**config.mk**
```make
export PLATFORM = sky130hd
export DESIGN_NAME = gpio_port_bank
export DESIGN_NICKNAME = d
export VERILOG_FILES = /design/src/rtl/gpio_pkg.sv /design/src/rtl/gpio_rst_sync.sv /design/src/rtl/gpio_sync.sv /design/src/rtl/gpio_regs.sv /design/src/rtl/gpio_pad_ctrl.sv /design/src/rtl/gpio_port_bank.sv
export SDC_FILE = /design/constraint.sdc
export NUM_CORES = 1
export LEC_CHECK = 0
export BUFFER_PORTS_ARGS = -buffer_cell sky130_fd_sc_hd__buf_2
export CAP_MARGIN = 15
export CORE_MARGIN = 1
export CORE_UTILIZATION = 53
export DETAILED_ROUTE_END_ITERATION = 7
export GPL_TIMING_DRIVEN = 0
export MAX_ROUTING_LAYER = met4
export PLACE_DENSITY = 0.8
export SLEW_MARGIN = 20
export SYNTH_ARGS = -nofsm -noshare
export SYNTH_HDL_FRONTEND = slang
export SYNTH_SLANG_ARGS = --single-unit
```
**constraint.sdc**
```tcl
create_clock -name clk -period 1.6 [get_ports clk]
set_clock_uncertainty 0.15 [all_clocks]
set_input_delay 0.16 -clock clk [delete_from_list [all_inputs] [get_ports clk]]
set_output_delay 0.16 -clock clk [all_outputs]
set_load 0.01 [all_outputs]
```
**src/rtl/gpio_pkg.sv**
```systemverilog
package gpio_pkg;
  localparam int unsigned SEL_W = 2;

  typedef enum logic [SEL_W-1:0] {
    SEL_DATA = 2'd0,
    SEL_DIR  = 2'd1,
    SEL_PINS = 2'd2,
    SEL_NONE = 2'd3
  } gpio_sel_e;
endpackage

```
**src/rtl/gpio_rst_sync.sv**
```systemverilog
module gpio_rst_sync (
  input  logic clk,
  input  logic rst_ni,
  output logic rst_no
);
  logic [1:0] stage_q;

  // Assertion is immediate; release is retimed through two flops.
  always_ff @(posedge clk or negedge rst_ni) begin
    if (!rst_ni) stage_q <= 2'b00;
    else         stage_q <= {stage_q[0], 1'b1};
  end

  assign rst_no = stage_q[1];
endmodule

```
**src/rtl/gpio_sync.sv**
```systemverilog
module gpio_sync #(
  parameter int unsigned W = 8
) (
  input  logic         clk,
  input  logic         rst_n,
  input  logic [W-1:0] async_i,
  output logic [W-1:0] sync_o
);
  logic [W-1:0] meta_q, sync_q;

  always_ff @(posedge clk or negedge rst_n) begin
    if (!rst_n) begin
      meta_q <= '0;
      sync_q <= '0;
    end else begin
      meta_q <= async_i;
      sync_q <= meta_q;
    end
  end

  assign sync_o = sync_q;
endmodule

```
**src/rtl/gpio_regs.sv**
```systemverilog
module gpio_regs
  import gpio_pkg::*;
#(
  parameter int unsigned W  = 8,
  parameter int unsigned IW = 3
) (
  input  logic          clk,
  input  logic          rst_n,
  input  gpio_sel_e     sel,
  input  logic          wr,
  input  logic          bset,
  input  logic          bclr,
  input  logic [W-1:0]  wdata,
  input  logic [IW-1:0] bidx,
  output logic [W-1:0]  out_q,
  output logic [W-1:0]  dir_q
);
  logic [W-1:0] bmask;
  logic [W-1:0] out_d, dir_d;
  logic         out_en, dir_en;

  // Next-state: one command per cycle, write > set > clear.
  always_comb begin
    bmask  = {{(W-1){1'b0}}, 1'b1} << bidx;
    out_d  = out_q;
    dir_d  = dir_q;
    out_en = 1'b0;
    dir_en = 1'b0;
    if (wr) begin
      unique case (sel)
        SEL_DATA: begin out_d = wdata;          out_en = 1'b1; end
        SEL_DIR:  begin dir_d = wdata;          dir_en = 1'b1; end
        SEL_PINS: begin out_d = out_q ^ wdata;  out_en = 1'b1; end
        default: ;
      endcase
    end else if (bset) begin
      unique case (sel)
        SEL_DATA: begin out_d = out_q | bmask;  out_en = 1'b1; end
        SEL_DIR:  begin dir_d = dir_q | bmask;  dir_en = 1'b1; end
        SEL_PINS: begin out_d = out_q ^ bmask;  out_en = 1'b1; end
        default: ;
      endcase
    end else if (bclr) begin
      unique case (sel)
        SEL_DATA: begin out_d = out_q & ~bmask; out_en = 1'b1; end
        SEL_DIR:  begin dir_d = dir_q & ~bmask; dir_en = 1'b1; end
        default: ;
      endcase
    end
  end

  always_ff @(posedge clk or negedge rst_n) begin
    if (!rst_n) begin
      out_q <= '0;
      dir_q <= '0;
    end else begin
      if (out_en) out_q <= out_d;
      if (dir_en) dir_q <= dir_d;
    end
  end
endmodule

```
**src/rtl/gpio_pad_ctrl.sv**
```systemverilog
module gpio_pad_ctrl #(
  parameter int unsigned W = 8
) (
  input  logic [W-1:0] out_q,
  input  logic [W-1:0] dir_q,
  input  logic         pud_all,
  output logic [W-1:0] pin_out,
  output logic [W-1:0] pin_oe,
  output logic [W-1:0] pin_pu
);
  for (genvar n = 0; n < W; n++) begin : g_pin
    always_comb begin
      pin_out[n] = out_q[n];
      pin_oe[n]  = dir_q[n];
      pin_pu[n]  = ~dir_q[n] & out_q[n] & ~pud_all;
    end
  end
endmodule

```
**src/rtl/gpio_port_bank.sv**
```systemverilog
module gpio_port_bank
  import gpio_pkg::*;
#(
  parameter int unsigned PORT_W = 8,
  localparam int unsigned IDX_W = (PORT_W > 1) ? $clog2(PORT_W) : 1
) (
  input  logic              clk,
  input  logic              rst_ni,
  input  logic [1:0]        bus_sel,
  input  logic              bus_wr,
  input  logic [PORT_W-1:0] bus_wdata,
  input  logic              bus_bset,
  input  logic              bus_bclr,
  input  logic [IDX_W-1:0]  bus_bidx,
  output logic [PORT_W-1:0] bus_rdata,
  input  logic              pud_all,
  input  logic [PORT_W-1:0] pin_pad,
  output logic [PORT_W-1:0] pin_out,
  output logic [PORT_W-1:0] pin_oe,
  output logic [PORT_W-1:0] pin_pu
);
  logic              rst_n;
  gpio_sel_e         sel;
  logic [PORT_W-1:0] out_q, dir_q, pad_sync;

  assign sel = gpio_sel_e'(bus_sel);

  gpio_rst_sync u_rst (
    .clk    (clk),
    .rst_ni (rst_ni),
    .rst_no (rst_n)
  );

  gpio_sync #(.W(PORT_W)) u_sync (
    .clk     (clk),
    .rst_n   (rst_n),
    .async_i (pin_pad),
    .sync_o  (pad_sync)
  );

  gpio_regs #(.W(PORT_W), .IW(IDX_W)) u_regs (
    .clk   (clk),
    .rst_n (rst_n),
    .sel   (sel),
    .wr    (bus_wr),
    .bset  (bus_bset),
    .bclr  (bus_bclr),
    .wdata (bus_wdata),
    .bidx  (bus_bidx),
    .out_q (out_q),
    .dir_q (dir_q)
  );

  gpio_pad_ctrl #(.W(PORT_W)) u_pad (
    .out_q   (out_q),
    .dir_q   (dir_q),
    .pud_all (pud_all),
    .pin_out (pin_out),
    .pin_oe  (pin_oe),
    .pin_pu  (pin_pu)
  );

  always_comb begin
    unique case (sel)
      SEL_DATA: bus_rdata = out_q;
      SEL_DIR:  bus_rdata = dir_q;
      SEL_PINS: bus_rdata = pad_sync;
      default:  bus_rdata = '0;
    endcase
  end
endmodule

```
# Word level (Yosys, flattened, before mapping)

Index checks and enable logic that the tools add are counted.

Input port bits: 27
Register bits: 34
Output and inout bits: 32

Equal/unequal tests: 4
Bitwise operators: 32
Shift-type cells: 1
Reductions and logical operators: 6
Muxes and demuxes: 22

Operators with widths:

| cell                | number |
|---|---|
| $mux 8              | 10 |
| $pmux 8 s2          | 2 |
| $pmux 8 s3          | 1 |
| $and 1x1->1         | 16 |
| $and 8x8->8         | 2 |
| $or 8x8->8          | 2 |
| $xor 8x8->8         | 2 |
| $mux 1              | 9 |
| $not 1->1           | 9 |
| $not 8->8           | 1 |
| $shl 1x3->8 const A | 1 |
| $ne 3x1->1 const B  | 2 |
| $reduce_bool 3->1   | 2 |
| $reduce_and 5->1    | 1 |
| $reduce_and 3->1    | 1 |
| $eq 2x1->1 const B  | 1 |
| $eq 2x2->1 const B  | 1 |
| $logic_not 2->1     | 1 |
| $reduce_or 2->1     | 1 |

# Depth between registers and ports, before layout

Depth after elaboration: 7
Mapped depth: 7

# Hierarchy

Synthesis repeated with hierarchy kept, for this count alone.

Cell total of the unflattened synthesis: 221
Area, all modules: 2313.5 um^2

By module, submodules not included:

| module         | area each (um^2) | cells an instance | instances | sequential area each (um^2) |
|---|---|---|---|---|
| gpio_regs      | 1430.1           | 157               | 1         | 400.4 |
| gpio_sync      | 400.4            | 16                | 1         | 400.4 |
| gpio_pad_ctrl  | 231.5            | 25                | 1         | 0.0 |
| gpio_port_bank | 197.7            | 20                | 1         | 0.0 |
| gpio_rst_sync  | 53.8             | 3                 | 1         | 50.0 |

# Least setup slack after synthesis

Ideal clock, no wire load.

Kind: input to register
From: input bus_bidx[2]
To: register u_regs.out_q[1]
Stages on the path: 7
Setup time: 0.126 ns
Arrival time: 1.462 ns
Setup slack: -0.138 ns
Required time: 1.324 ns
Cell sequence: buf_2 or3b_1 ha_1 nor3b_2 a211oi_2 a221oi_2 a21oi_1

Longest elaborated chain between the ends: 7
Elaborated cells on any way between the ends: 10
Classes of those cells: 1 x shift; 5 x mux; 4 x bitwise

Ends and longest elaborated chain:

| element                | RTL line             | RTL |
|---|---|---|
| start: declaration     | gpio_port_bank.sv:14 | `input logic [IDX_W-1:0] bus_bidx,` |
| $shl 1x3->8 (*)        | gpio_regs.sv:24      | `bmask = {{(W-1){1'b0}}, 1'b1} << bidx;` |
| $not 8->8              | gpio_regs.sv:45      | `SEL_DATA: begin out_d = out_q & ~bmask; out_en = 1'b1; end` |
| $and 8x8->8            | gpio_regs.sv:45      |  |
| $mux 8                 | gpio_regs.sv:44      | `unique case (sel)` |
| $mux 8                 | gpio_regs.sv:43      | `end else if (bclr) begin` |
| $mux 8 (*)             | gpio_regs.sv:36      | `end else if (bset) begin` |
| $mux 8 (*)             | gpio_regs.sv:29      | `if (wr) begin` |
| end signal: assignment | gpio_regs.sv:57      | `if (out_en) out_q <= out_d;` |
| end: declaration       | gpio_regs.sv:15      | `output logic [W-1:0] out_q,` |

Mark *: on every way between the ends. The rest lies on a longest branch, timed or not. The select of a mux whose other input is x is not followed.
A chain may end at the register's enable or synchronous reset.

# Worst setup path after layout

From: register u_regs.out_q[6]
To: register u_regs.out_q[6]

Longest elaborated chain between the ends: 5
Elaborated cells on any way between the ends: 10
Classes of those cells: 6 x mux; 4 x bitwise

Ends and longest elaborated chain:

| element     | RTL line |
|---|---|
| $and 8x8->8 | gpio_regs.sv:45 |
| $mux 8      | gpio_regs.sv:44 |
| $mux 8      | gpio_regs.sv:43 |
| $mux 8      | gpio_regs.sv:36 |
| $mux 8 (*)  | gpio_regs.sv:29 |

Marked as above.

==> reports/results.ini <==
[outcome]
outcome=finished clean

[grt]
grt_first_pass_wirelength_um=9050
grt_pass1_vias=1852
grt-ovfl-total=0
antenna_found_initial=0
grt_start_max_net_pins=33
grt_usage_pct=28.5

[sta]
finalSetupTns_ps=0
min_period_over_period_pct=96.2
slew_headroom_pct=52.0
finalSetupViolations=0
max_clock_freq_mhz=650
hold_violations=0
period_minus_slack_ps=1540
layout_setup_ws_ps=60.6
worst_pin_slew_ps=721
report.final.slew_viol_count=0

[logic_synthesis]
synth-simple-area-share_pct=21.0
ys_seq_area_share_pct=37.4
synth-xor-area-share_pct=3.08
synth-compound-area-share_pct=19.0
synth.cell_area_sq_um=2270
synth_area_leaders=dfrtp_1 37%, ha_1 8.8%, a221oi_2 5.3%
synth_adder_area_share_pct=8.81
synth_cell_types=34
ys_ff_latch=34
yosysTopAreaCell=dfrtp_1
synthCells=211
avgSynthCellArea_sq_um=10.8
synth_top_family_by_area=simple AND/OR/NAND/NOR gates
yosys.area.top_type_share_pct=37.4
synth_mux_area_share_pct=3.52
ys_warn_count=0
syn_nets=254

[floorplan]
initial_core_util_pct=56.0
die_x_um=67.5
die_area_sq_um=4560
rows=23
coreArea_sq_um=4060
ios=59
die_height_um=67.5

[place]
dp.cells=315
post_dp_cell_area_sq_um=2670
place_ws_ps=-209
dp_hpwl_um=3780
gp_congestion=0.883
io_buffers=54

[worst_setup_path]
start_kind=flop
path_max_fanout=2
crit_family=flip-flops
cp_cell_sequence=inv_1 -> ha_1 -> nor3b_2 -> a211oi_2 -> a221oi_2 -> a21oi_1
slowest_delay_ps=370
required_ps=1630
slowest_stage=dfrtp_1
cp.buffers_inverters=1
critPathCaptureType=flop
worstPathArrival_ps=1570
crit_type=reg -> reg

[final_layout]
diodes=0
fin_util_pct=73.3
fin_area_sq_um=2970
drive_above_1_share_pct=45.4
seq_area_sq_um=857
final_cell_count_no_fill=345
multi_input_area_sq_um=1330
final_nets=337
fill_cells=289
area_delta_synth_final_pct=30.8

[cts]
path_clk_slew_ps=80
cts_htree_levels=2
cts_made_buffers=5
insertion_delay_ps=290
cts_tree=yes
cts.path.max_buffers=2
clockRootBuffer=clkbuf_8
cts.sinks=34

[route]
routed.top_layer=met4
post_drt_wl_per_cell_um=17.0
drt_iter0_drc=114
routed_wl_um=5850
wl_met1_um=2520
route.met2.wl_um=2940
met3_length_um=285
postRouteAntennaNets=0
post-route-drc-count=0
dr.pass1.iters=4
via_per_inst=5.59
via_count=1928

[power_and_ir_drop]
p_per_area_nw_per_um2=899
p_leak_nw=1.34
max-vdd-ir-drop_mv=0.702

[run]
drv_cap=0

[hold_path]
hp-class=in -> reg

## worst min-delay path, stage by stage
cell     delay, ps
buf_2          100
o22ai_1         60
nor2_1          80
## metrics by stage
step	hold WS, ps	power, mW
global placement	-205	1.86
detailed placement	-205	1.88
floorplan	-286	1.60
finish	3.27	2.67
CTS	5.30	2.62
global route	14.2	2.81
## routing by layer
metal,up-vias,global-route usage [%]
met5,-,-
met3,11,3.89
met2,55,45.7
met1,939,36.5
li1,923,-
met4,0,10.4
## kinds of logic after synthesis
family / count (synthesis)
AO/OA/AOI/OAI: 51
XOR/XNOR: 8
adder cells (fa/ha/maj): 16
buffers and inverters: 22
flip-flops: 34
multiplexers: 8
other: 1
AND/OR/NAND/NOR: 71
## final timing paths
path | to | startpoint | slack, ps | cells past startpoint
max | u_regs.out_q[6] | u_regs.out_q[6] | 60 | 6
min | flop | bus_wdata[3] | 3 | 3
max reg2reg | u_regs.out_q[6] | u_regs.out_q[6] | 60 | 6
min reg2reg | asynchronous set/reset pin | u_rst.stage_q[1] | 180 | 0
max in group asynchronous | u_regs.out_q[5] | u_rst.stage_q[1] | 610 | 0
min in group asynchronous | u_rst.stage_q[1] | rst_ni | 20 | 2
## what timing repair did
| action | 4_1_cts | 5_1_grt |
|---|---|---|
| setup buffers | 5 | 7 |
| hold buffers | 10 | 0 |
| setup endpoints to repair | 6 | 5 |
| gates resized for setup | 3 | 7 |
| cloned | 0 | 0 |
| hold endpoints to repair | 11 | 0 |
| pin swaps | 0 | 7 |
## Yosys cell counts
master / n
or3_1: 1
buf_4: 3
mux2i_1: 8
dfrtp_1: 34
a21o_1: 1
ha_1: 16
clkbuf_1: 1
o31a_4: 1
nand2b_4: 2
buf_12: 1
buf_2: 3
nor3b_1: 1
buf_6: 6
o22ai_1: 8
nand2_2: 1
nor2_1: 17
a221oi_2: 8
nand3b_1: 11
nor3b_2: 7
nand2b_1: 8
nand2_1: 9
inv_1: 8
nor2_8: 1
nor2b_1: 1
nand4b_4: 1
a21oi_1: 16
conb_1: 1
nor3_1: 8
or3b_1: 2
nand3_1: 1
a21oi_4: 1
a211oi_2: 8
o21ai_0: 8
xnor2_1: 8
## placed cells by master (no fill, tap or decap), drive strengths merged
cell type and instances:
conb 1, nand3b 11, a221oi 8, nor3 8, dfrtp 34, mux2i 8, nand4b 1, nand2 10
clkbuf 7, a211oi 8, or3 1, nand2b 10, nor2b 1, dlygate4sd3 10, nor2 18, ha 16
inv 8, a21o 1, o22ai 8, o21ai 8, o31a 1, buf 79, clkinvlp 1, clkinv 1
or3b 2, a21oi 17, nand3 1, nor3b 8, xnor2 8
## report_power, final
part	switching (mW)	total, mW	internal, mW
clock	0.343	0.689	0.346
combinational	0.465	0.921	0.456
sequential	0.102	1.06	0.960
## layout make-up
| type | count | share of cell area, % |
|---|---|---|
| multi-input cells | 155 | 44.7 |
| inverters | 8 | 1.01 |
| well taps | 50 | 2.10 |
| clock buffers | 6 | 2.78 |
| flip-flops and latches | 34 | 28.8 |
| repair buffers | 76 | 15.5 |
| clock inverters | 2 | 0.421 |
| plain buffers | 14 | 4.67 |
No activity file was read; power rests on OpenSTA's default activity.
